--- src/rtl/seg_refresh_pkg.sv ---
package seg_refresh_pkg;
  localparam int MAX_DIGITS = 16;
  localparam int IDX_W      = $clog2(MAX_DIGITS);
  localparam int CHAR_W     = 8;
  localparam int NIB_W      = CHAR_W / 2;

  // strobes from control to datapath
  typedef struct packed {
    logic             wrLeft;
    logic             wrShift;
    logic [IDX_W-1:0] wrAddr;
    logic [1:0]       nibEn;
    logic             fullDigits;
  } dpStrobe_t;
endpackage

--- src/rtl/seg_refresh_ctrl.sv ---
module seg_refresh_ctrl
  import seg_refresh_pkg::*;
#(
  parameter int SCAN_DIV   = 32,
  parameter int BLANK_CLKS = 2
) (
  input  logic             clk,
  input  logic             rst_n,
  input  logic             wrEn,
  input  logic             addrLoad,
  input  logic [IDX_W-1:0] addrValue,
  input  logic [1:0]       nibEn,
  input  logic             fullDigits,
  input  logic             rightEntry,
  input  logic             byteMode,
  output dpStrobe_t        strobe,
  output logic [IDX_W-1:0] scanIdx,
  output logic             blank
);
  localparam int DIV_W = $clog2(SCAN_DIV);
  localparam logic [DIV_W-1:0] DIV_LAST = DIV_W'(SCAN_DIV - 1);
  localparam logic [DIV_W-1:0] BLK_LO   = DIV_W'(BLANK_CLKS);
  localparam logic [DIV_W-1:0] BLK_HI   = DIV_W'(SCAN_DIV - BLANK_CLKS);

  initial assert (SCAN_DIV > 2 * BLANK_CLKS && SCAN_DIV >= 2);

  logic [DIV_W-1:0] divCnt, divNext;
  logic [IDX_W-1:0] lastIdx, wrAddr;
  logic             blankQ;

  assign lastIdx = fullDigits ? IDX_W'(MAX_DIGITS - 1) : IDX_W'(MAX_DIGITS / 2 - 1);
  assign divNext = (divCnt == DIV_LAST) ? '0 : divCnt + 1'b1;

  // scan timing and blanking window
  always_ff @(posedge clk) begin
    if (!rst_n) begin
      divCnt  <= '0;
      scanIdx <= '0;
      blankQ  <= 1'b1;
    end else begin
      divCnt <= divNext;
      blankQ <= (divNext < BLK_LO) || (divNext >= BLK_HI);
      if (divCnt == DIV_LAST)
        scanIdx <= (scanIdx >= lastIdx) ? '0 : scanIdx + 1'b1;
    end
  end
  assign blank = blankQ;

  // write pointer
  always_ff @(posedge clk) begin
    if (!rst_n) begin
      wrAddr <= '0;
    end else if (addrLoad) begin
      wrAddr <= fullDigits ? addrValue : {1'b0, addrValue[IDX_W-2:0]};
    end else if (wrEn && !rightEntry) begin
      wrAddr <= (wrAddr >= lastIdx) ? '0 : wrAddr + 1'b1;
    end
  end

  always_comb begin
    strobe.wrLeft     = wrEn && !addrLoad && !rightEntry;
    strobe.wrShift    = wrEn && !addrLoad && rightEntry;
    strobe.wrAddr     = wrAddr;
    strobe.nibEn      = byteMode ? 2'b11 : nibEn;
    strobe.fullDigits = fullDigits;
  end

  p_scan_step_r2: assert property (@(posedge clk) disable iff (!rst_n)
    !$stable(scanIdx) |-> (scanIdx == $past(scanIdx) + 1'b1) || (scanIdx == '0));
  p_blank_step_r4: assert property (@(posedge clk) disable iff (!rst_n)
    !$stable(scanIdx) |-> blankQ && $past(blankQ));
  p_ptr_step_r5: assert property (@(posedge clk) disable iff (!rst_n)
    (wrEn && !addrLoad && !rightEntry) |=> (wrAddr == $past(wrAddr) + 1'b1) || (wrAddr == '0));
  p_ptr_load_r6: assert property (@(posedge clk) disable iff (!rst_n)
    (addrLoad && fullDigits) |=> wrAddr == $past(addrValue));
  p_ptr_hold_r7: assert property (@(posedge clk) disable iff (!rst_n)
    (wrEn && rightEntry && !addrLoad) |=> $stable(wrAddr));
endmodule

--- src/rtl/seg_refresh_dp.sv ---
module seg_refresh_dp
  import seg_refresh_pkg::*;
#(
  parameter logic [CHAR_W-1:0] BLANK_CODE = 8'h00
) (
  input  logic              clk,
  input  logic              rst_n,
  input  dpStrobe_t         strobe,
  input  logic [CHAR_W-1:0] wrData,
  input  logic [IDX_W-1:0]  scanIdx,
  output logic [NIB_W-1:0]  outA,
  output logic [NIB_W-1:0]  outB
);
  logic [MAX_DIGITS-1:0][CHAR_W-1:0] mem;
  logic [IDX_W-1:0] lastIdx;
  logic [CHAR_W-1:0] curChar;

  assign lastIdx = strobe.fullDigits ? IDX_W'(MAX_DIGITS - 1) : IDX_W'(MAX_DIGITS / 2 - 1);

  for (genvar g = 0; g < MAX_DIGITS; g++) begin : g_cell
    localparam logic [IDX_W-1:0] POS = IDX_W'(g);
    localparam int NB = (g + 1) % MAX_DIGITS;
    logic [CHAR_W-1:0] cellQ, cellNext;

    always_comb begin
      cellNext = cellQ;
      if (strobe.wrShift) begin
        if (POS < lastIdx)       cellNext = mem[NB];
        else if (POS == lastIdx) cellNext = wrData;
      end else if (strobe.wrLeft && strobe.wrAddr == POS) begin
        if (strobe.nibEn[1]) cellNext[CHAR_W-1:NIB_W] = wrData[CHAR_W-1:NIB_W];
        if (strobe.nibEn[0]) cellNext[NIB_W-1:0]      = wrData[NIB_W-1:0];
      end
    end

    always_ff @(posedge clk) begin
      if (!rst_n) cellQ <= BLANK_CODE;
      else        cellQ <= cellNext;
    end
    assign mem[g] = cellQ;
  end

  assign curChar = mem[scanIdx];
  assign outA    = curChar[CHAR_W-1:NIB_W];
  assign outB    = curChar[NIB_W-1:0];

  p_idle_hold_r3: assert property (@(posedge clk) disable iff (!rst_n)
    !(strobe.wrLeft || strobe.wrShift) |=> $stable(mem));
  p_shift_full_r7: assert property (@(posedge clk) disable iff (!rst_n)
    (strobe.wrShift && strobe.fullDigits) |=>
      mem[MAX_DIGITS-1] == $past(wrData) && mem[MAX_DIGITS-2] == $past(mem[MAX_DIGITS-1]));
  p_shift_upper_r7: assert property (@(posedge clk) disable iff (!rst_n)
    (strobe.wrShift && !strobe.fullDigits) |=>
      $stable(mem[MAX_DIGITS-1:MAX_DIGITS/2]) && mem[MAX_DIGITS/2-1] == $past(wrData));
  p_nib_low_only_r8: assert property (@(posedge clk) disable iff (!rst_n)
    (strobe.wrLeft && strobe.nibEn == 2'b01) |=>
      mem[$past(strobe.wrAddr)][CHAR_W-1:NIB_W] == $past(mem[strobe.wrAddr][CHAR_W-1:NIB_W]));
endmodule

--- src/rtl/seg_refresh_top.sv ---
module seg_refresh_top
  import seg_refresh_pkg::*;
#(
  parameter int                SCAN_DIV   = 32,
  parameter int                BLANK_CLKS = 2,
  parameter logic [CHAR_W-1:0] BLANK_CODE = 8'h00
) (
  input  logic              clk,
  input  logic              rst_n,
  input  logic              wrEn,
  input  logic [CHAR_W-1:0] wrData,
  input  logic              addrLoad,
  input  logic [IDX_W-1:0]  addrValue,
  input  logic [1:0]        nibEn,
  input  logic              fullDigits,
  input  logic              rightEntry,
  input  logic              byteMode,
  output logic [IDX_W-1:0]  scanIdx,
  output logic [NIB_W-1:0]  outA,
  output logic [NIB_W-1:0]  outB,
  output logic              blank
);
  dpStrobe_t strobe;

  seg_refresh_ctrl #(.SCAN_DIV(SCAN_DIV), .BLANK_CLKS(BLANK_CLKS)) u_ctrl (
    .clk(clk), .rst_n(rst_n), .wrEn(wrEn), .addrLoad(addrLoad),
    .addrValue(addrValue), .nibEn(nibEn), .fullDigits(fullDigits),
    .rightEntry(rightEntry), .byteMode(byteMode), .strobe(strobe),
    .scanIdx(scanIdx), .blank(blank)
  );

  seg_refresh_dp #(.BLANK_CODE(BLANK_CODE)) u_dp (
    .clk(clk), .rst_n(rst_n), .strobe(strobe), .wrData(wrData),
    .scanIdx(scanIdx), .outA(outA), .outB(outB)
  );
endmodule

--- config.mk ---
export PLATFORM = sky130hd
export DESIGN_NAME = seg_refresh_top
export DESIGN_NICKNAME = d
export VERILOG_FILES = /design/src/rtl/seg_refresh_pkg.sv /design/src/rtl/seg_refresh_ctrl.sv /design/src/rtl/seg_refresh_dp.sv /design/src/rtl/seg_refresh_top.sv
export SDC_FILE = /design/constraint.sdc
export NUM_CORES = 1
export LEC_CHECK = 0
export ABC_AREA = 0
export BUFFER_PORTS_ARGS = -buffer_cell sky130_fd_sc_hd__buf_2
export CAP_MARGIN = 25
export CELL_PAD_IN_SITES_DETAIL_PLACEMENT = 0
export CELL_PAD_IN_SITES_GLOBAL_PLACEMENT = 1
export CORE_MARGIN = 3
export CORE_UTILIZATION = 48
export DETAILED_ROUTE_END_ITERATION = 6
export MAX_ROUTING_LAYER = met4
export PLACE_DENSITY = 0.87
export SLEW_MARGIN = 10
export SYNTH_ARGS = -nofsm -noshare
export SYNTH_HDL_FRONTEND = slang
export SYNTH_HIERARCHICAL = 1
export SYNTH_SLANG_ARGS = --single-unit
--- constraint.sdc ---
create_clock -name clk -period 2.6 [get_ports clk]
set_input_delay 0.39 -clock clk [delete_from_list [all_inputs] [get_ports clk]]
set_output_delay 0.39 -clock clk [all_outputs]
set_load 0.05 [all_outputs]
==> reports/metrics.csv, run 1 <==
stage,metric,value,unit
status,outcome,finished clean,
timing,Max Clock Freq,396,MHz
clocking,clock slew at reported path FFs,0.06,ns
power_and_ir_drop,PD cells,648,mW/mm^2
routing,Pre-Repair DR Iteration Count,5,
clocking,cts hold-fix bufs,0,
critical_path,Critical Path Start Type,flop,
clocking,insertion delay to the later sink of the worst-skew pair,0.42,ns
global_routing,initial antenna violation count,0,
die,number of core rows,45,
clocking,CTS buffer count,17,
synthesis,Post-synth EDFFs,0,
worst_hold_path,WHS Path Cells,3,
critical_path,Crit Path Category,reg -> out,
critical_path,CP Max Fanout,9,
global_routing,largest net degree at the start of global routing,65,
clocking,root buffer cell,clkbuf_16,
synthesis,"Seq/Total Area, Yosys",37.9,%
synthesis,synthesized instance count,858,
timing,Finish-stage setup viols,0,
timing,RSZ-0062 raised after global routing,no,
global_routing,GR Overflow Total,0,
worst_hold_path,worst min path class,in -> reg,
clocking,TritonCTS clock tree,done,
critical_path,Worst Path Required,2.21,ns
routing,DRC,0,
synthesis,count of state elements after synthesis,142,
timing,setup TNS,0,ns
die,die area,0.0172,mm^2
timing,Slew @ Worst Pin,0.804,ns
synthesis,"Avg Cell Area, Syn",8.74,um^2
synthesis,share of the synthesized area in the top cell type,37.9,%
routing,Starting DRT DRC Count,740,
synthesis,Synth cell types,54,
timing,setup slack after layout,0.0777,ns
worst_hold_path,min-delay src,wrData[0],
placement,placed wire-length estimate,13900,um
critical_path,WP data arrival,2.13,ns
die,Die Y,131,um
critical_path,reg2reg end,u_dp/g_cell[10].cellQ[4]$_SDFFE_PN0P_,
critical_path,R2R Path Start,u_ctrl/wrAddr[1]$_SDFFE_PN0P_,
routing,vias post-DR,6607,
global_routing,first-pass GRT wire length,32800,um
global_routing,GRT Total Usage,25.2,%
synthesis,"Cell Area, Synth",0.00750,mm^2
global_routing,vias in the first global route,6303,
timing,headroom to the max-slew limit,46.4,%
routing,WL per Instance,18.4,um
finish,FF+latch area,0.00285,mm^2
synthesis,warnings from Yosys,6,
finish,layout cell share with drive strength beyond 1,19.1,%
placement,Final GP Congestion,0.868,
finish,Final #Nets,902,
routing,drt total wl,20300,um
routing,post-route ant nets,0,
synthesis,total nets after synthesis,885,
critical_path,Worst Reg2Reg Path Length in Cells,4,
timing,Worst Skew,0.00540,ns
synthesis,"Primary FF master, synth",dfxtp_1,
synthesis,ys async rst share,0,%
placement,IO buf count,33,
power_and_ir_drop,LEAKAGE,3.06,nW
critical_path,flop2flop setup slack,0.50,ns
routing,vias per cell,6.01,
worst_hold_path,hold worst-path end,u_dp/g_cell[15].cellQ[0]$_SDFFE_PN0P_,
timing,Slew Limit Fails,0,
finish,Multi-input gate area,0.00439,mm^2
clocking,clock buffer depth,2,
critical_path,CP endpoint kind,output pin,
die,Die Wd,131,um
synthesis,"top cells by area, synth","dfxtp_1, a21oi_1, mux4_2",
run,Max Cap Viol,0,
finish,Area Growth Syn to Fin,14.4,%
power_and_ir_drop,maximum VDD drop,504,uV
placement,Place WS,0.266,ns
die,I/O pins,34,
finish,# diodes,0,
timing,Final Cycle Share,97.0,%
clocking,Sink Count,142,
die,Starting Density,49.1,%
timing,Hold Fails Final Rpt,0,
timing,Final Critical Period,2.52,ns
finish,# fillers,1395,
die,core area,0.0153,mm^2
synthesis,Yosys top cell by area,dfxtp_1,
clocking,H-tree levels,4,
-- layout make-up --
cell class	count	share of cell area (%)
clock inverter	11	1.90
clock buffer	21	5.49
sequential	142	33.2
tap	211	3.08
inverter	3	0.131
timing repair buffer	60	4.96
multi-input combinational	651	51.2
-- worst max-delay path, stage by stage, from the launching register on --
cell and delay, ns:
dfxtp_4 0.41, buf_6 0.19, mux4_2 0.52, a22oi_1 0.25
nand2_1 0.11, buf_2 0.22
-- registers in the layout (all words and copies together), names as in the netlist --
signal             flops
u_dp/g_cell.cellQ    128
u_ctrl/divCnt          5
u_ctrl/scanIdx         4
u_ctrl/wrAddr          4
u_ctrl/blank           1
-- worst max path at each step --
| stage | start | end | cells past startpoint |
|---|---|---|---|
| detailed placement | rightEntry | u_dp/g_cell[10].cellQ[4]$_SDFFE_PN0P_ | 8 |
| CTS | u_ctrl/scanIdx[0]$_SDFFE_PN0P_ | outA[1] | 5 |
| global route | u_ctrl/scanIdx[1]$_SDFFE_PN0P_ | outA[3] | 5 |
| finish | u_ctrl/scanIdx[0]$_SDFFE_PN0P_ | outA[3] | 5 |
| floorplan | u_ctrl/scanIdx[1]$_SDFFE_PN0P_ | outA[0] | 6 |
| global placement | rightEntry | u_dp/g_cell[8].cellQ[6]$_SDFFE_PN0P_ | 8 |
-- power by group --
| group | internal (mW) | total, mW | switching (mW) |
|---|---|---|---|
| Sequential | 2.28 | 2.36 | 0.0867 |
| Combinational | 0.217 | 0.586 | 0.369 |
| Clock | 1.67 | 2.60 | 0.930 |
-- Yosys cell counts, types with 3 or more instances --
library cell  number
a21o_1             6
a211oi_1          53
clkbuf_1          37
nand4b_1           6
nand2_1           23
a21oi_1          146
buf_2             14
dfxtp_1          142
buf_1              4
o21ai_0           67
o31ai_4            4
ha_1               6
or2_2              5
clkbuf_2           3
nor2b_1            8
o21ai_2            6
a22oi_1           16
nand3_1           12
and2_1            14
o21bai_1           6
nand2b_1          72
nor4bb_1           3
a211oi_2          12
buf_4              3
and2_2             3
nor3_1             3
nand3b_1           3
mux4_2            32
nor2_1           115
-- layer usage --
| metal | up-vias | share of wire [%] | global-route usage [%] |
|---|---|---|---|
| met5 | - | 0 | - |
| met2 | 236 | 46 | 38.1 |
| li1 | 3173 | - | - |
| met1 | 3175 | 46 | 34.1 |
| met4 | 0 | 1.4 | 7.14 |
| met3 | 23 | 6.3 | 5.77 |
-- what timing repair did --
| item | CTS | global route |
|---|---|---|
| gates resized for setup | 4 | 2 |
| endpoints found under the setup margin | 5 | 2 |
| setup buffers | 0 | 0 |
-- cells by family (layout without fill, tap and decap cells) --
| logic type | after synthesis | after routing | share of synthesized area [%] |
|---|---|---|---|
| xor+xnor | 2 | 2 | 0.234 |
| buf+inv | 65 | 95 | 3.79 |
| compound gates | 332 | 332 | 28.1 |
| mux | 33 | 33 | 9.76 |
| flops | 142 | 142 | 37.9 |
| simple gates | 278 | 278 | 19.2 |
| fa+ha+maj | 6 | 6 | 1.00 |
-- metrics by stage --
step | total power [mW] | utilization (%) | area (um^2) | hold slack (ns) | instances
after floorplan | 2.82 | - | 7500 | 0.428 | 858
after global placement | 2.98 | 51.9 | 7920 | 0.449 | 1067
after detailed placement | 2.99 | 51.9 | 7920 | 0.447 | 1067
after CTS | 5.58 | 56.1 | 8560 | 0.202 | 1099
after global routing | 5.77 | 56.2 | 8570 | 0.218 | 1099
final | 5.55 | 56.2 | 8570 | 0.217 | 1099
-- cells in the final DEF, fill, tap and decap left out, types with 4 or more instances in the layout --
| cell type | netlist | routed |
|---|---|---|
| nor2_1 | 115 | 114 |
| clkbuf_16 | 0 | 17 |
| buf_2 | 14 | 33 |
| mux4_2 | 32 | 32 |
| or2_2 | 5 | 5 |
| bufinv_16 | 0 | 4 |
| buf_4 | 3 | 21 |
| and2_1 | 14 | 13 |
| a21oi_1 | 146 | 146 |
| nand3_1 | 12 | 12 |
| nand4b_1 | 6 | 6 |
| o21bai_1 | 6 | 6 |
| dfxtp_1 | 142 | 140 |
| nand2b_1 | 72 | 72 |
| buf_12 | 0 | 4 |
| clkinv_2 | 0 | 4 |
| ha_1 | 6 | 6 |
| a21o_1 | 6 | 6 |
| o31ai_4 | 4 | 4 |
| a211oi_1 | 53 | 53 |
| nor2b_1 | 8 | 8 |
| nand2_1 | 23 | 23 |
| a211oi_2 | 12 | 12 |
| a22oi_1 | 16 | 14 |
| o21ai_2 | 6 | 6 |
| o21ai_0 | 67 | 67 |
| and2_2 | 3 | 4 |
Power figures use the tool's default switching activity.
==> run 2, diff against run 1 <==
Settings changed: PLACE_DENSITY 0.87 to default, PLACE_DENSITY_LB_ADDON from default to 0.1.
==> reports/metrics.csv, run 2 (synthesis results as in run 1) <==
stage,metric,value,unit,change
die,Starting Density,49.1,%,unchanged
timing,headroom to the max-slew limit,32.1,%,-14 points
timing,Final Cycle Share,97.9,%,+0.93 points
timing,Hold Fails Final Rpt,0,,unchanged
finish,Regs by FF count,"u_dp/g_cell.cellQ x128, u_ctrl/divCnt x5",,
finish,most frequent cells in the layout,"a21oi_1, dfxtp_1, nor2_1, nand2b_1, o21ai_0",,
routing,Pre-Repair DR Iteration Count,7,,+2
finish,layout cell share with drive strength beyond 1,18.5,%,-0.64 points
finish,Biggest register,u_dp/g_cell.cellQ,,
clocking,H-tree levels,4,,unchanged
die,die area,0.0172,mm^2,unchanged
timing,Slew Limit Fails,0,,unchanged
critical_path,crit path from,u_ctrl/scanIdx[0]$_SDFFE_PN0P_,,
global_routing,GR Overflow Total,0,,unchanged
finish,fin util,56.1,%,-0.11 points
critical_path,Critical Path Start Type,flop,,
placement,Place WS,0.282,ns,+0.0156 ns
critical_path,CP endpoint kind,output pin,,
placement,placed cells,1057,,-0.94%
finish,final non-filler cell total,1092,,-0.64%
critical_path,critical-path cell list,"buf_12, mux4_2, a22oi_1, nand2_1, buf_2",,
power_and_ir_drop,LEAKAGE,3.04,nW,-0.52%
critical_path,Worst Path Required,2.21,ns,about the same
finish,Final #Nets,896,,-0.67%
power_and_ir_drop,maximum VDD drop,514,uV,+2.0%
die,I/O pins,34,,unchanged
status,failing checks,DRC,,
die,Die Wd,131,um,unchanged
timing,Max Clock Freq,393,MHz,-0.95%
timing,Finish-stage setup viols,0,,unchanged
timing,setup slack after layout,0.0535,ns,-0.0242 ns
routing,DRC,1,,+1
critical_path,WP data arrival,2.16,ns,+0.03 ns
die,number of core rows,45,,unchanged
global_routing,largest net degree at the start of global routing,65,,unchanged
clocking,root buffer cell,clkbuf_16,,
critical_path,CP Max Fanout,15,,+6
clocking,CTS buffer count,17,,unchanged
placement,IO buf count,33,,unchanged
run,Max Cap Viol,0,,unchanged
critical_path,reg2reg end,u_dp/g_cell[0].cellQ[7]$_SDFFE_PN0P_,,
critical_path,critical path's largest stage delay,0.53,ns,about the same
finish,# diodes,0,,unchanged
clocking,Sink Count,142,,unchanged
critical_path,CP Capture Point,outB[2],,
routing,vias per cell,6.06,,+0.85%
global_routing,initial antenna violation count,0,,unchanged
timing,setup TNS,0,ns,unchanged
power_and_ir_drop,PD cells,664,mW/mm^2,+2.5%
global_routing,GRT Total Usage,25.9,%,+0.67 points
placement,placed wire-length estimate,14500,um,+4.2%
clocking,TritonCTS clock tree,done,,
critical_path,R2R Path Start,u_ctrl/wrAddr[0]$_SDFFE_PN0P_,,
critical_path,Worst Reg2Reg Path Length in Cells,4,,unchanged
clocking,cts hold-fix bufs,0,,unchanged
timing,Slew @ Worst Pin,1.02,ns,+0.215 ns
routing,drt total wl,20900,um,+3.2%
die,Die Y,131,um,unchanged
worst_hold_path,worst min path class,in -> reg,,
global_routing,vias in the first global route,6510,,+3.3%
finish,Largest register FFs,128,,unchanged
finish,"commonest non-fill, non-tap cell in the layout",a21oi_1,,
routing,Starting DRT DRC Count,493,,-33%
status,outcome,finished with violations,,
global_routing,first-pass GRT wire length,33800,um,+2.9%
clocking,clock slew at reported path FFs,0.06,ns,about the same
timing,Worst Skew,0.00746,ns,+0.00206 ns
timing,hold_ws,0.232,ns,+0.0143 ns
routing,WL per Instance,19.1,um,+3.8%
finish,Area Growth Syn to Fin,14.1,%,
timing,RSZ-0062 raised after global routing,yes,,
critical_path,slowest CP cell,mux4_2,,
clocking,clock buffer depth,2,,unchanged
clocking,insertion delay to the later sink of the worst-skew pair,0.43,ns,about the same
die,core area,0.0153,mm^2,unchanged
timing,Final Critical Period,2.55,ns,+0.0242 ns
routing,vias post-DR,6621,,+0.21%
placement,Final GP Congestion,0.837,,-3.6%
routing,post-route ant nets,0,,unchanged
critical_path,Crit Path Category,reg -> out,,
critical_path,flop2flop setup slack,0.41,ns,-0.09 ns
-- run 2: cell count changes in the layout (fill, tap and decap cells not counted), sizes merged --
cell | previous run | this run
bufinv | 4 | 5
buf | 60 | 54
clkinv | 4 | 1
clkbuf | 21 | 22
-- run 2: how the worst min path moves through the flow --
| stage | start | end | slack [ns] | cells past startpoint |
|---|---|---|---|---|
| after detailed placement | u_ctrl/divCnt[0]$_SDFF_PN0_ | u_ctrl/divCnt[0]$_SDFF_PN0_ | 0.46 | 1 |
| after global placement | u_ctrl/divCnt[0]$_SDFF_PN0_ | u_ctrl/divCnt[0]$_SDFF_PN0_ | 0.45 | 1 |
| after floorplan | u_ctrl/divCnt[0]$_SDFF_PN0_ | u_ctrl/divCnt[0]$_SDFF_PN0_ | 0.43 | 1 |
| after global routing | addrValue[1] | u_ctrl/wrAddr[1]$_SDFFE_PN0P_ | 0.22 | 3 |
| final | wrData[6] | u_dp/g_cell[15].cellQ[6]$_SDFFE_PN0P_ | 0.23 | 3 |
| after CTS | wrData[3] | u_dp/g_cell[15].cellQ[3]$_SDFFE_PN0P_ | 0.21 | 3 |
-- run 2: through the flow --
stage,power [mW],area (um^2)
global route,5.88,8560
finish,5.68,8560
CTS,5.72,8540
floorplan,2.82,7500
detailed placement,2.98,7840
global placement,2.96,7820
-- run 2: report_power, final --
| part | internal [mW] | switching (mW) | leakage, nW | total [mW] |
|---|---|---|---|---|
| registers | 2.28 | 0.0867 | 1.16 | 2.36 |
| clock network | 1.80 | 0.933 | 0.315 | 2.73 |
| logic | 0.213 | 0.369 | 1.57 | 0.582 |
| total | 4.29 | 1.39 | 3.04 | 5.68 |
-- run 2: final cells by class --
cell class                 count  area [um^2]
sequential                   142         2850
fill                        1396         6700
multi-input combinational    651         4390
tap                          211          264
clock inverter                 9          181
clock buffer                  22          484
inverter                       3         11.3
timing repair buffer          54          375
-- run 2: routing by layer --
metal / global-route usage (%) / vias up / part of all wire (%) / wire, um
met4: 7.80 / 0 / 1.6 / 340
met2: 40.9 / 186 / 49 / 10200
li1: - / 3163 / - / -
met1: 33.8 / 3248 / 45 / 9390
met3: 5.24 / 24 / 4.8 / 998
met5: - / - / 0 / 0
-- run 2: timing repair --
action,in CTS,in global routing
gates resized for setup,3,2
buffers inserted,3,1
pin swaps,0,0
endpoints found under the hold margin,0,0
setup endpoints to repair,8,5
-- run 2: critical path: cells and delay by family (launching register included) --
kind	cells	cell delay [ns]
multiplexers	1	0.53
flip-flops	1	0.42
buffers and inverters	2	0.41
AO/OA/AOI/OAI	1	0.25
AND/OR/NAND/NOR	1	0.10
